`config.mk`:
```
export PLATFORM = sky130hd
export DESIGN_NAME = axi_id_event_filter
export DESIGN_NICKNAME = d
export VERILOG_FILES = /design/src/rtl/axf_pkg.sv /design/src/rtl/axf_cfg_regs.sv /design/src/rtl/axf_id_match.sv /design/src/rtl/axi_id_event_filter.sv
export SDC_FILE = /design/constraint.sdc
export NUM_CORES = 1
export LEC_CHECK = 0
export BUFFER_PORTS_ARGS = -buffer_cell sky130_fd_sc_hd__buf_2
export CORE_MARGIN = 2
export CORE_UTILIZATION = 47
export DETAILED_ROUTE_END_ITERATION = 6
export GPL_TIMING_DRIVEN = 0
export PLACE_DENSITY = 0.85
export SYNTH_ARGS = -nofsm -noshare
export SYNTH_HDL_FRONTEND = slang
export SYNTH_SLANG_ARGS = --single-unit
```
`constraint.sdc`:
```
create_clock -name clk -period 1.45 [get_ports clk]
set_input_delay 0.145 -clock clk [delete_from_list [all_inputs] [get_ports clk]]
set_output_delay 0.145 -clock clk [all_outputs]
set_load 0.01 [all_outputs]
```
`src/rtl/axf_pkg.sv`:
```
package axf_pkg;
  localparam int unsigned CFG_CTRL_OFF = 0;
  localparam int unsigned CFG_ID_OFF   = 4;
  localparam int unsigned EN_RD_BIT    = 31;
  localparam int unsigned EN_WR_BIT    = 30;
  localparam int unsigned EN_BEAT_BIT  = 29;
  localparam int unsigned FILT_CODE    = 73;
  localparam int unsigned CNT_RD_TXN   = 2;
  localparam int unsigned CNT_WR_TXN   = 3;
  localparam int unsigned CNT_RD_BEAT  = 4;
  localparam int unsigned N_STREAMS    = 3;
  typedef enum logic [1:0] {
    STR_RD_TXN  = 2'd0,
    STR_WR_TXN  = 2'd1,
    STR_RD_BEAT = 2'd2
  } stream_e;
endpackage

```
`src/rtl/axf_cfg_regs.sv`:
```
module axf_cfg_regs
  import axf_pkg::*;
#(
  parameter int unsigned ID_W   = 18,
  parameter int unsigned DATA_W = 32,
  parameter int unsigned ADDR_W = 8,
  parameter int unsigned CNT_W  = 4,
  parameter int unsigned EVT_W  = 8
) (
  input  logic              clk,
  input  logic              rst,
  input  logic              reg_wr,
  input  logic              reg_rd,
  input  logic [ADDR_W-1:0] reg_addr,
  input  logic [DATA_W-1:0] reg_wdata,
  output logic [DATA_W-1:0] reg_rdata,
  input  logic              evsel_valid,
  input  logic [CNT_W-1:0]  evsel_counter,
  input  logic [EVT_W-1:0]  evsel_code,
  output logic [N_STREAMS-1:0] enables,
  output logic [ID_W-1:0]   id_mask,
  output logic [ID_W-1:0]   id_match
);
  localparam logic [ADDR_W-1:0] A_CTRL = ADDR_W'(CFG_CTRL_OFF);
  localparam logic [ADDR_W-1:0] A_ID   = ADDR_W'(CFG_ID_OFF);
  localparam logic [EVT_W-1:0]  CODE   = EVT_W'(FILT_CODE);

  logic [DATA_W-1:0] ctrl_view, id_view, rd_mux;
  logic              sel_code_hit;

  assign sel_code_hit = (evsel_code == CODE);

  always_ff @(posedge clk) begin
    if (rst) begin
      enables  <= '0;
      id_mask  <= '0;
      id_match <= '0;
    end else begin
      if (reg_wr && reg_addr == A_CTRL) begin
        id_mask             <= reg_wdata[ID_W-1:0];
        enables[STR_RD_TXN]  <= reg_wdata[EN_RD_BIT];
        enables[STR_WR_TXN]  <= reg_wdata[EN_WR_BIT];
        enables[STR_RD_BEAT] <= reg_wdata[EN_BEAT_BIT];
      end
      if (reg_wr && reg_addr == A_ID)
        id_match <= reg_wdata[ID_W-1:0];
      // event-select snooping comes last so it wins over a same-cycle write
      if (evsel_valid) begin
        if (evsel_counter == CNT_W'(CNT_RD_TXN))  enables[STR_RD_TXN]  <= sel_code_hit;
        if (evsel_counter == CNT_W'(CNT_WR_TXN))  enables[STR_WR_TXN]  <= sel_code_hit;
        if (evsel_counter == CNT_W'(CNT_RD_BEAT)) enables[STR_RD_BEAT] <= sel_code_hit;
      end
    end
  end

  always_comb begin
    ctrl_view = '0;
    ctrl_view[ID_W-1:0]   = id_mask;
    ctrl_view[EN_RD_BIT]   = enables[STR_RD_TXN];
    ctrl_view[EN_WR_BIT]   = enables[STR_WR_TXN];
    ctrl_view[EN_BEAT_BIT] = enables[STR_RD_BEAT];
    id_view = '0;
    id_view[ID_W-1:0] = id_match;
    case (reg_addr)
      A_CTRL:  rd_mux = ctrl_view;
      A_ID:    rd_mux = id_view;
      default: rd_mux = '0;
    endcase
  end

  always_ff @(posedge clk) begin
    if (rst) reg_rdata <= '0;
    else     reg_rdata <= reg_rd ? rd_mux : '0;
  end

  // a write to the ID word lands in the match value
  assert_id_write_R3: assert property (@(posedge clk) disable iff (rst)
    (reg_wr && reg_addr == A_ID) |=> (id_match == $past(reg_wdata[ID_W-1:0])));
  // undecoded writes leave mask and match untouched
  assert_stray_write_R3: assert property (@(posedge clk) disable iff (rst)
    (reg_wr && reg_addr != A_ID && reg_addr != A_CTRL) |=> ($stable(id_mask) && $stable(id_match)));
  // selecting the filter code turns the read-transaction stream on
  assert_evsel_set_R10: assert property (@(posedge clk) disable iff (rst)
    (evsel_valid && evsel_counter == CNT_W'(CNT_RD_TXN) && sel_code_hit) |=> enables[STR_RD_TXN]);
  // another code on the write-transaction counter turns it off
  assert_evsel_clr_R10: assert property (@(posedge clk) disable iff (rst)
    (evsel_valid && evsel_counter == CNT_W'(CNT_WR_TXN) && !sel_code_hit) |=> !enables[STR_WR_TXN]);
  // read data is quiet when no read was requested
  assert_rdata_idle_R1: assert property (@(posedge clk) disable iff (rst)
    !reg_rd |=> (reg_rdata == '0));
endmodule

```
`src/rtl/axf_id_match.sv`:
```
module axf_id_match #(
  parameter int unsigned ID_W = 18
) (
  input  logic            clk,
  input  logic            rst,
  input  logic            enable,
  input  logic [ID_W-1:0] id_mask,
  input  logic [ID_W-1:0] id_match,
  input  logic            ch_valid,
  input  logic            ch_ready,
  input  logic [ID_W-1:0] ch_id,
  output logic            ev_pulse
);
  logic id_hit;
  logic fire;

  assign id_hit = ((ch_id ^ id_match) & id_mask) == '0;
  assign fire   = ch_valid && ch_ready;

  always_ff @(posedge clk) begin
    if (rst) ev_pulse <= 1'b0;
    else     ev_pulse <= enable && fire && id_hit;
  end

  // a disabled stream never pulses
  assert_disabled_quiet_R9: assert property (@(posedge clk) disable iff (rst)
    !enable |=> !ev_pulse);
  // no handshake, no pulse
  assert_no_handshake_R8: assert property (@(posedge clk) disable iff (rst)
    !(ch_valid && ch_ready) |=> !ev_pulse);
  // every pulse is preceded by a handshake one cycle earlier
  assert_pulse_cause_R5: assert property (@(posedge clk) disable iff (rst)
    ev_pulse |-> $past(ch_valid && ch_ready));
endmodule

```
`src/rtl/axi_id_event_filter.sv`:
```
module axi_id_event_filter
  import axf_pkg::*;
#(
  parameter int unsigned ID_W   = 18,
  parameter int unsigned DATA_W = 32,
  parameter int unsigned ADDR_W = 8,
  parameter int unsigned CNT_W  = 4,
  parameter int unsigned EVT_W  = 8
) (
  input  logic              clk,
  input  logic              rst,
  input  logic              reg_wr,
  input  logic              reg_rd,
  input  logic [ADDR_W-1:0] reg_addr,
  input  logic [DATA_W-1:0] reg_wdata,
  output logic [DATA_W-1:0] reg_rdata,
  input  logic              evsel_valid,
  input  logic [CNT_W-1:0]  evsel_counter,
  input  logic [EVT_W-1:0]  evsel_code,
  input  logic              ar_valid,
  input  logic              ar_ready,
  input  logic [ID_W-1:0]   ar_id,
  input  logic              aw_valid,
  input  logic              aw_ready,
  input  logic [ID_W-1:0]   aw_id,
  input  logic              r_valid,
  input  logic              r_ready,
  input  logic [ID_W-1:0]   r_id,
  output logic              ev_rd_txn,
  output logic              ev_wr_txn,
  output logic              ev_rd_beat
);
  logic [N_STREAMS-1:0]           enables;
  logic [ID_W-1:0]                id_mask, id_match;
  logic [N_STREAMS-1:0]           s_valid, s_ready, s_pulse;
  logic [N_STREAMS-1:0][ID_W-1:0] s_id;

  axf_cfg_regs #(
    .ID_W(ID_W), .DATA_W(DATA_W), .ADDR_W(ADDR_W), .CNT_W(CNT_W), .EVT_W(EVT_W)
  ) u_cfg (
    .clk(clk), .rst(rst),
    .reg_wr(reg_wr), .reg_rd(reg_rd), .reg_addr(reg_addr),
    .reg_wdata(reg_wdata), .reg_rdata(reg_rdata),
    .evsel_valid(evsel_valid), .evsel_counter(evsel_counter), .evsel_code(evsel_code),
    .enables(enables), .id_mask(id_mask), .id_match(id_match)
  );

  assign s_valid[STR_RD_TXN]  = ar_valid;
  assign s_ready[STR_RD_TXN]  = ar_ready;
  assign s_id[STR_RD_TXN]     = ar_id;
  assign s_valid[STR_WR_TXN]  = aw_valid;
  assign s_ready[STR_WR_TXN]  = aw_ready;
  assign s_id[STR_WR_TXN]     = aw_id;
  assign s_valid[STR_RD_BEAT] = r_valid;
  assign s_ready[STR_RD_BEAT] = r_ready;
  assign s_id[STR_RD_BEAT]    = r_id;

  for (genvar g = 0; g < N_STREAMS; g++) begin : g_stream
    axf_id_match #(.ID_W(ID_W)) u_match (
      .clk(clk), .rst(rst),
      .enable(enables[g]), .id_mask(id_mask), .id_match(id_match),
      .ch_valid(s_valid[g]), .ch_ready(s_ready[g]), .ch_id(s_id[g]),
      .ev_pulse(s_pulse[g])
    );
  end

  assign ev_rd_txn  = s_pulse[STR_RD_TXN];
  assign ev_wr_txn  = s_pulse[STR_WR_TXN];
  assign ev_rd_beat = s_pulse[STR_RD_BEAT];

  // all event outputs are low in the cycle after reset
  assert_reset_quiet_R1: assert property (@(posedge clk)
    rst |=> (!ev_rd_txn && !ev_wr_txn && !ev_rd_beat));
endmodule

```
# Word-level counts from Yosys, hierarchy flattened

Cells that the tools add are included.

Register bits after elaboration: 74
Output and inout port bits: 35

Equal/unequal tests: 5
Muxes and demuxes: 6
Bitwise logic cells: 7
Reductions and logical operators: 16

Operators with widths:

| kind                 | count |
|---|---|
| $pmux W32 S2         | 1 |
| $and A18 B18 Y18     | 3 |
| $logic_not A18 Y1    | 3 |
| $xor A18 B18 Y18     | 3 |
| $logic_and A1 B1 Y1  | 11 |
| $eq A4 B2 Y1 const B | 2 |
| $eq A8 B3 Y1 const B | 1 |
| $eq A8 B7 Y1 const B | 1 |
| $logic_not A8 Y1     | 1 |
| $mux W3              | 2 |
| $eq A4 B3 Y1 const B | 1 |
| $mux W1              | 3 |
| $reduce_or A2 Y1     | 1 |
| $not A1 Y1           | 1 |

# Logic depth before layout (Yosys ltp)

Gate-level depths: netlist of run 1.

Depth after elaboration: 5
Mapped depth: 6
Depth with buffers taken out: 4

# Hierarchy

From an unflattened synthesis of run 1, not the netlist that was laid out.

Cell total of the unflattened synthesis: 337
Area, all modules: 3155.5 um2

Modules (own cells, without submodules):

| module       | instances | cells an instance | area an instance (um2) |
|---|---|---|---|
| axf_cfg_regs | 1         | 244               | 2288.4 |
| axf_id_match | 3         | 31                | 289.0 |

# Least setup slack after synthesis of run 1

Ideal clock, no wire load.

Path type: reg-to-reg
Start point: reg u_cfg.id_match[12]
End point: reg g_stream[0].u_match.ev_pulse
Arrival time: 1.178 ns
Data required time: 1.389 ns
Setup slack: 0.211 ns
Cell stages (with the launch flop): 6
Buffers on the path: 1
Cell sequence: dfxtp_1 > clkbuf_1 > xor2_1 > a22o_1 > a221oi_1 > and4_1

Longest elaborated chain between the ends: 4

Ends and longest elaborated chain:

| element                  | RTL line           | source |
|---|---|---|
| start: declaration       | axf_cfg_regs.sv:22 | `output logic [ID_W-1:0] id_match` |
| start signal: assignment | axf_cfg_regs.sv:46 | `id_match <= reg_wdata[ID_W-1:0];` |
| $xor A18 B18 Y18         | axf_id_match.sv:17 | `assign id_hit = ((ch_id ^ id_match) & id_mask) == '0;` |
| $and A18 B18 Y18         | axf_id_match.sv:17 |  |
| $logic_not A18 Y1        | axf_id_match.sv:17 |  |
| $logic_and A1 B1 Y1      | axf_id_match.sv:22 | `else ev_pulse <= enable && fire && id_hit;` |
| end signal: assignment   | axf_id_match.sv:22 |  |
| end: declaration         | axf_id_match.sv:12 | `output logic ev_pulse` |

Every way passes these cells.
A chain may end at the register's enable or synchronous reset.

# Worst setup path after layout of run 1

Start point: reg u_cfg.id_match[8]
End point: reg g_stream[0].u_match.ev_pulse

Same word-level chain as after synthesis.

==> results of run 1 <==
[layout make-up]
class | instances | area [sq um] | area share
Multi-Input combinational cell | 260 | 1720 | 0.415
Clock inverter | 4 | 45.0 | 0.0109
Buffer | 39 | 226 | 0.0547
Clock buffer | 12 | 145 | 0.0351
Tap cell | 80 | 100 | 0.0242
Timing Repair Buffer | 128 | 641 | 0.155
Sequential cell | 63 | 1260 | 0.305
[power groups by stage]
stage | sequential, mW | combinational, mW | clock [mW]
after detailed placement | 1.78 | 0.328 | 0
after global placement | 1.77 | 0.322 | 0
after global routing | 1.74 | 0.361 | 1.58
after floorplan | 1.77 | 0.131 | 0
final | 1.74 | 0.331 | 1.49
after CTS | 1.74 | 0.330 | 1.51
[per-layer routing]
layer | global-route usage | share of wire
met5 | 0 | 0
met4 | 0.0866 | 0.016
met3 | 0.0486 | 0.080
met2 | 0.408 | 0.48
met1 | 0.303 | 0.43
[placed cells by master (no fill, tap or decap)]
cell,netlist,layout
buf_2,4,132
dfxtp_1,63,62
xor2_1,54,54
nand2_1,42,42
nor2_1,38,38
a22oi_1,27,27
a21oi_1,23,23
clkbuf_1,26,21
mux2i_1,18,18
buf_4,12,12
conb_1,1,11
clkbuf_8,0,10
a221oi_1,7,7
a22o_1,6,6
and4_1,6,6
buf_6,4,4
and3_1,4,4
nand4b_1,4,4
a222oi_1,3,3
clkinv_2,0,3
nor3b_1,2,2
nand3_1,2,2
nor4b_1,2,2
nor4_4,1,1
and3_2,1,1
nor4bb_1,1,1
a41o_1,1,1
a31oi_1,1,1
and3b_1,1,1
nor2b_1,1,1
nand2b_1,1,1
and4b_1,1,1
nand2_2,1,1
a311oi_2,1,1
bufinv_16,0,1
dfxtp_2,0,1
[state kept, by name, indices dropped and copies added, names as in the netlist]
name	count
u_cfg.enables	3
u_cfg.id_mask	18
u_cfg.reg_rdata	21
g_stream.u_match.ev_pulse	3
u_cfg.id_match	18
[kinds of logic (layout without fill, tap and decap cells)]
logic type             count (synthesis)  after routing  synth area share
buffers and inverters                 46            183            0.0791
XOR/XNOR                              54             54             0.148
AO/OA/AOI/OAI                         69             69             0.154
AND/OR/NAND/NOR                      108            108             0.166
other                                  1             11           0.00117
multiplexers                          18             18            0.0564
flip-flops                            63             63             0.395
[path summary, 6_finish.rpt]
kind / startpoint / to / slack, ns
worst max-delay path: u_cfg.id_match[8] / g_stream[0].u_match.ev_pulse / 0.09
worst min register to register: u_cfg.enables[1] / u_cfg.enables[1] / 0.48
worst max register to register: u_cfg.id_match[8] / g_stream[0].u_match.ev_pulse / 0.09
worst min-delay path: reg_wdata[30] / u_cfg.enables[1] / 0.06
[Yosys cell counts, types with 2 or more instances]
master and count:
a22o_1 6, and4_1 6, buf_4 12, nor3b_1 2
buf_2 4, a222oi_1 3, xor2_1 54, and3_1 4
dfxtp_1 63, buf_6 4, a22oi_1 27, nand3_1 2
nand2_1 42, clkbuf_1 26, a221oi_1 7, nand4b_1 4
mux2i_1 18, a21oi_1 23, nor2_1 38, nor4b_1 2
[critical path, delay by kind of cell, from the launching register on]
family,cells,cell delay (ns)
compound gates,1,0.39
flops,1,0.31
buf+inv,1,0.26
simple gates,1,0.23
xor+xnor,1,0.11
[metrics by stage]
stage               total power [mW]  setup TNS (ns)  area, sq um
floorplan                       1.91               0         3230
global placement                2.10           -3.31         3970
global route                    3.67         -0.0133         4140
CTS                             3.58               0         4160
finish                          3.56               0         4140
detailed placement              2.10           -3.45         3970
[timing repair]
item / CTS / global route
gates resized for setup: 0 / 1
setup endpoints to repair: 3 / 3
endpoints found under the hold margin: 0 / 0
setup buffers: 0 / 0
==> impl_metrics.tcl, run 1 <==
set metrics [dict create \
    synth.avg_cell_area_sq_um 8.90 \
    start_util 0.478 \
    rows 30 \
    gp_congestion 0.798 \
    power_switching_share 0.231 \
    drc 0 \
    clock_path_buffers 2 \
    die-area_sq_um 7470 \
    grt_pass1_wl_um 13800 \
    worstPathRequired_ns 1.73 \
    synth_top_area_frac 0.395 \
    holdBufCountCts 0 \
    final_util 0.619 \
    drv_slew 0 \
    cts.sinks 63 \
    slew_headroom 0.588 \
    die_h_um 86.5 \
    powerDensity_nw_per_um2 860 \
    root_buffer "clkbuf_8" \
    critPathLaunchType "register" \
    synth_edf_count 0 \
    hold_viol_final 0 \
    hpwl_um 6750 \
    clkPwrFrac 0.419 \
    path_cells "clkbuf_1, xor2_1, a222oi_1, and4_1" \
    ir_worst_vdd_mv 0.458 \
    routedWlPerCell_um 15.5 \
    tightestPinTransition_ns 0.619 \
    core_area_sq_um 6680 \
    syn2layout_area_growth_pct 29.5 \
    reg2reg_depth 4 \
    finalSetupViolations 0 \
    place_inst 577 \
    synth_seq_area_share 0.395 \
    num-nets-final 618 \
    leakage_nw 2.08 \
    wl_um 9090 \
    yosys_warnings 0 \
    status "finished clean" \
    holdPathStages 3 \
    yosys.area.top_type "dfxtp_1" \
    cp-end-kind "register" \
    async_flop_share 0 \
    crit_fanout 5 \
    ys.flop_type "dfxtp_1" \
    vias_per_cell 5.27 \
    synth-seq-cells 63 \
    layout-drive-gt1-share 0.330 \
    hold_path_class "in2reg" \
    cap_violations 0 \
    crit_arrival_ns 1.64 \
    fmax_ghz 0.734 \
    ys_types 32 \
    antenna_left 0 \
    dp_slack_ns -0.144 \
    netlist_area_sq_um 3200 \
    power_frac_seq 0.488 \
    fin_cells 586 \
    power_frac_comb 0.093 \
    crit_slowest_cell "a222oi_1" \
    fin_hold_ws_ns 0.0589 \
    antenna_found_initial 0 \
    grt_max_degree 11 \
    die_x_um 86.5 \
    rsz0062_at_grt "yes" \
    cts_buffers 9 \
    vias 3090 \
    insertedDiodeCount 0 \
    grt_pass1_vias 3028 \
    switchingPower_mw 0.823 \
    htree_levels 3 \
    finalCritPeriodShare 0.940 \
    fill_cells 602 \
    drt_iter0_drc 115 \
    io_pins 152 \
    cpPeakStageDelay_ns 0.39 \
    port_buffers 128 \
    dr.pass1.iters 5 \
    intPower_mw 2.74 \
    clock_skew_ns 0.00633 \
    grt_usage 0.241 \
    cts_tree "yes" \
    layout_setup_ws_ns 0.0877 \
    synth.area.top_cells "dfxtp_1 (39%), xor2_1 (15%), a22oi_1 (6.3%)" \
    grt_overflow 0 \
    period_needed_ns 1.36 \
    path_class "reg2reg" \
    synth_cells 359 \
    clkLatencyLatePin_ns 0.33 \
    clk_pin_slew_ns 0.07 \
]
No activity file was read; power rests on OpenSTA's default activity.
==> inputs of run 2 (changes only) <==
--- a/config.mk
+++ b/config.mk
@@ -6,6 +6,7 @@
 export NUM_CORES = 1
 export LEC_CHECK = 0
 export BUFFER_PORTS_ARGS = -buffer_cell sky130_fd_sc_hd__buf_2
+export CORE_ASPECT_RATIO = 0.8
 export CORE_MARGIN = 2
 export CORE_UTILIZATION = 47
 export DETAILED_ROUTE_END_ITERATION = 6
==> impl_metrics.tcl, run 2 (synthesized netlist as in run 1, its figures left out) <==
set metrics [dict create \
    place_inst 581 \
    grt_usage 0.253 \
    final_common_cell "buf_2" \
    rows 26 \
    crit_fanout 5 \
    cp-end-kind "register" \
    antenna_left 0 \
    path_class "reg2reg" \
    tightestPinTransition_ns 0.633 \
    vias 3105 \
    layout-drive-gt1-share 0.330 \
    port_buffers 128 \
    cts_buffers 9 \
    die_h_um 77.8 \
    fin_cells 590 \
    fill_cells 583 \
    drc 0 \
    num-nets-final 619 \
    root_buffer "clkbuf_8" \
    final_util 0.639 \
    top_regs "u_cfg.reg_rdata x21, u_cfg.id_mask x18, u_cfg.id_match x18" \
    largest_reg_flops 21 \
    setup_tns_ns 0 \
    hpwl_um 6900 \
    holdBufCountCts 0 \
    start_util 0.494 \
    vias_per_cell 5.26 \
    clkLatencyLatePin_ns 0.34 \
    grt_overflow 0 \
    worstPathRequired_ns 1.73 \
    core_area_sq_um 6470 \
    hold_path_class "in2reg" \
    htree_levels 3 \
    status "finished clean" \
    dr.pass1.iters 5 \
    critPathLaunchType "register" \
    design_area_sq_um 4140 \
    place_area_sq_um 3980 \
    die-area_sq_um 7480 \
    finalCritPeriodShare 0.974 \
    drv_slew 0 \
    die_x_um 96.2 \
    grt_max_degree 11 \
    leakage_nw 2.08 \
    grt_pass1_wl_um 14000 \
    slew_headroom 0.578 \
    crit_arrival_ns 1.70 \
    cts_tree "yes" \
    finalSetupViolations 0 \
    cts_resized 0 \
    wl_um 9280 \
    cts_setup_buffers 0 \
    top_register "u_cfg.reg_rdata" \
    io_pins 152 \
    antenna_found_initial 0 \
    cap_violations 0 \
    rsz0062_at_grt "yes" \
    period_needed_ns 1.41 \
    drt_iter0_drc 207 \
    clk_pin_slew_ns 0.07 \
    clock_skew_ns 0.00772 \
    powerDensity_nw_per_um2 839 \
    cts.sinks 63 \
    ir_worst_vdd_mv 0.418 \
    fmax_ghz 0.708 \
    gp_congestion 0.839 \
    grt_pass1_vias 2952 \
    clock_path_buffers 2 \
    insertedDiodeCount 0 \
    syn2layout_area_growth_pct 29.5 \
    mostFrequentLayoutCells "buf_2 (132), dfxtp_1 (63), xor2_1 (54), nand2_1 (42), nor2_1 (38)" \
    hold_viol_final 0 \
    routedWlPerCell_um 15.7 \
]
run 2: cell types whose count changed in the layout (fill, tap and decap cells not counted):
| cell | change |
|---|---|
| clkinv_2 | -1 |
| clkbuf_8 | +2 |
| bufinv_16 | -1 |
| dfxtp_2 | -1 |
| clkbuf_1 | -1 |
| dfxtp_1 | +1 |
| clkinvlp_4 | +1 |
run 2: power by group:
group,switching (mW),total (mW),internal [mW],leakage [nW]
logic,0.163,0.333,0.170,1.47
registers,0.00290,1.74,1.73,0.507
clock network,0.660,1.40,0.744,0.0942
run 2: path summary, 6_finish.rpt:
path,slack [ns],end,startpoint,cells after the start
setup / recovery,0.04,g_stream[1].u_match.ev_pulse,u_cfg.id_match[12],4
hold / removal,0.05,u_cfg.id_mask[4],reg_wdata[4],3
setup reg to reg,0.04,g_stream[1].u_match.ev_pulse,u_cfg.id_match[12],4
hold reg to reg,0.48,u_cfg.enables[1],u_cfg.enables[1],2
run 2: cell type report:
class | instances | area (sq um) | area share
Timing Repair Buffer | 128 | 641 | 0.155
Tap cell | 84 | 105 | 0.0254
Clock inverter | 3 | 17.5 | 0.00423
Multi-Input combinational cell | 260 | 1720 | 0.415
Buffer | 40 | 230 | 0.0556
Clock buffer | 12 | 165 | 0.0399
Sequential cell | 63 | 1260 | 0.305
run 2: worst max-delay path, cell delays in order (launching register included):
cell and delay, ns:
dfxtp_1 0.37, xor2_1 0.18, a22o_1 0.23, a221oi_1 0.31, and4_1 0.25
run 2: metrics by stage:
| step | total power, mW | worst slack [ns] | hold WS, ns |
|---|---|---|---|
| final | 3.47 | 0.0375 | 0.0470 |
| after global placement | 2.10 | -0.159 | 0.391 |
| after global routing | 3.58 | -0.0143 | 0.0408 |
| after CTS | 3.49 | 0.00163 | 0.0376 |
| after detailed placement | 2.11 | -0.184 | 0.400 |
| after floorplan | 1.91 | 0.211 | 0.281 |
run 2: metal layers:
metal / global-route usage / routed length, um
met5: 0 / 0
met3: 0.0689 / 928
met2: 0.401 / 4300
met1: 0.321 / 3930
met4: 0.106 / 115
==> inputs of run 3 (changes only) <==
--- a/config.mk
+++ b/config.mk
@@ -5,10 +5,11 @@
 export SDC_FILE = /design/constraint.sdc
 export NUM_CORES = 1
 export LEC_CHECK = 0
+export ABC_AREA = 1
 export BUFFER_PORTS_ARGS = -buffer_cell sky130_fd_sc_hd__buf_2
 export CORE_ASPECT_RATIO = 0.8
 export CORE_MARGIN = 2
-export CORE_UTILIZATION = 47
+export CORE_UTILIZATION = 48
 export DETAILED_ROUTE_END_ITERATION = 6
 export GPL_TIMING_DRIVEN = 0
 export PLACE_DENSITY = 0.85
==> impl_metrics.tcl, run 3 <==
set metrics [dict create \
    drv_slew 0 \
    synth_cells 570 \
    netlist_area_sq_um 3510 \
    cts_resized 0 \
    clk_pin_slew_ns 0.07 \
    path_class "reg2reg" \
    synth_edf_count 0 \
    synth.area.top_cells "dfxtp_1 (36%), nand2_1 (20%), nand3_1 (10%)" \
    vias 4151 \
    async_flop_share 0 \
    fmax_ghz 0.799 \
    synth.avg_cell_area_sq_um 6.16 \
    grt_overflow 0 \
    die_h_um 80.5 \
    synth-seq-cells 63 \
    crit_arrival_ns 1.53 \
    grt_pass1_wl_um 16700 \
    cp-end-kind "register" \
    cts_tree "yes" \
    port_buffers 129 \
    vias_per_cell 5.12 \
    die-area_sq_um 8020 \
    ys_types 23 \
    period_needed_ns 1.25 \
    grt_pass1_vias 3775 \
    start_util 0.502 \
    critPathLaunchType "register" \
    setup_tns_ns 0 \
    wl_um 10700 \
    holdBufCountCts 0 \
    finalCritPeriodShare 0.863 \
    gp_congestion 0.891 \
    final_util 0.643 \
    antenna_left 0 \
    layout_setup_ws_ns 0.199 \
    final_common_cell "nand2_1" \
    hpwl_um 8280 \
    crit_fanout 8 \
    worstPathRequired_ns 1.73 \
    p_total_mw 3.58 \
    routedWlPerCell_um 13.2 \
    syn2layout_area_growth_pct 27.9 \
    insertedDiodeCount 0 \
    hold_viol_final 0 \
    yosys_warnings 0 \
    clock_path_buffers 2 \
    core_area_sq_um 6990 \
    top_regs "u_cfg.reg_rdata x21, u_cfg.id_mask x18, u_cfg.id_match x18" \
    synth_seq_area_share 0.359 \
    die_x_um 99.6 \
    ys_top_cells_by_count "nand2_1 (183), nand3_1 (72), nor2_1 (72)" \
    antenna_found_initial 0 \
    finalSetupViolations 0 \
    fin_hold_ws_ns 0.0623 \
    tightestPinTransition_ns 0.551 \
    clkLatencyLatePin_ns 0.34 \
    top_register "u_cfg.reg_rdata" \
    cts_setup_buffers 0 \
    rsz0062_at_grt "no" \
    drt_iter0_drc 214 \
    powerDensity_nw_per_um2 798 \
    grt_usage 0.268 \
    ys.flop_type "dfxtp_1" \
    hold_path_class "in2reg" \
    slew_headroom 0.632 \
    root_buffer "clkbuf_8" \
    largest_reg_flops 21 \
    rows 27 \
    leakage_nw 2.17 \
    cts.sinks 63 \
    status "finished clean" \
    htree_levels 3 \
    dr.pass1.iters 5 \
    yosys.area.top_type "dfxtp_1" \
    num-nets-final 836 \
    mostFrequentLayoutCells "nand2_1 (183), buf_2 (136), nor2_1 (72), nand3_1 (72), dfxtp_1 (63)" \
    grt_max_degree 11 \
    dp_slack_ns -0.0311 \
    layout-drive-gt1-share 0.266 \
    drc 0 \
    ir_worst_vdd_mv 0.586 \
    cts_buffers 9 \
    io_pins 152 \
    yosysMostFrequentCell "nand2_1" \
    clock_skew_ns 0.00852 \
    cap_violations 0 \
    synth_top_area_frac 0.359 \
]
## run 3: changes by cell type after synthesis, sizes merged, moves of 7 or more
cell,change
a21oi,+16
nand3,+71
a22oi,-27
clkbuf,-16
nor2,+37
o21ai,+24
nand2,+142
inv,+46
nor3,+11
or2,+21
mux2i,-18
a221oi,-7
xor2,-54
## run 3: final timing paths
path | startpoint | end | slack, ns | depth (start not counted)
setup / recovery | u_cfg.id_match[6] | g_stream[0].u_match.ev_pulse | 0.20 | 6
setup reg to reg | u_cfg.id_match[6] | g_stream[0].u_match.ev_pulse | 0.20 | 6
hold / removal | reg_wdata[14] | u_cfg.id_match[14] | 0.06 | 3
hold reg to reg | u_cfg.enables[0] | u_cfg.reg_rdata[31] | 0.48 | 2
## run 3: critical path: stages (launching register included)
cell and delay [ns]:
dfxtp_1 0.37, or2_2 0.31, nand3_1 0.09, nand2_1 0.05
nor2_1 0.17, nand2_1 0.10, nor2_1 0.10
## run 3: logic make-up (layout without fill, tap and decap cells)
group,Yosys count,in the layout,synth area share
AO/OA/AOI/OAI,63,63,0.0898
AND/OR/NAND/NOR,365,365,0.447
flip-flops,63,63,0.359
buffers and inverters,78,221,0.103
other,1,11,0.00107
## run 3: layout make-up
type / count / area [sq um]
Tap cell: 87 / 109
Multi-Input combinational cell: 439 / 1930
Fill cell: 656 / 2500
Timing Repair Buffer: 129 / 646
Sequential cell: 63 / 1260
Buffer: 30 / 178
Clock buffer: 13 / 179
Inverter: 47 / 181
Clock inverter: 2 / 13.8
## run 3: routing by layer
| layer | global-route usage | share of wire | vias to the layer above |
|---|---|---|---|
| met2 | 0.464 | 0.47 | 189 |
| met5 | 0 | 0 | - |
| met3 | 0.0740 | 0.083 | 14 |
| li1 | - | - | 2075 |
| met4 | 0.0603 | 0.0089 | 0 |
| met1 | 0.334 | 0.44 | 1873 |
## run 3: where the power goes
part | total (mW) | switching (mW) | internal [mW] | leakage, nW
clock | 1.47 | 0.669 | 0.798 | 0.101
sequential | 1.74 | 0.00347 | 1.73 | 0.507
combinational | 0.380 | 0.200 | 0.179 | 1.56
## run 3: stage by stage
| step | cell area (sq um) | std cells |
|---|---|---|
| finish | 4490 | 810 |
| global placement | 4300 | 796 |
| global route | 4490 | 810 |
| floorplan | 3550 | 580 |
| detailed placement | 4300 | 796 |
| CTS | 4500 | 811 |
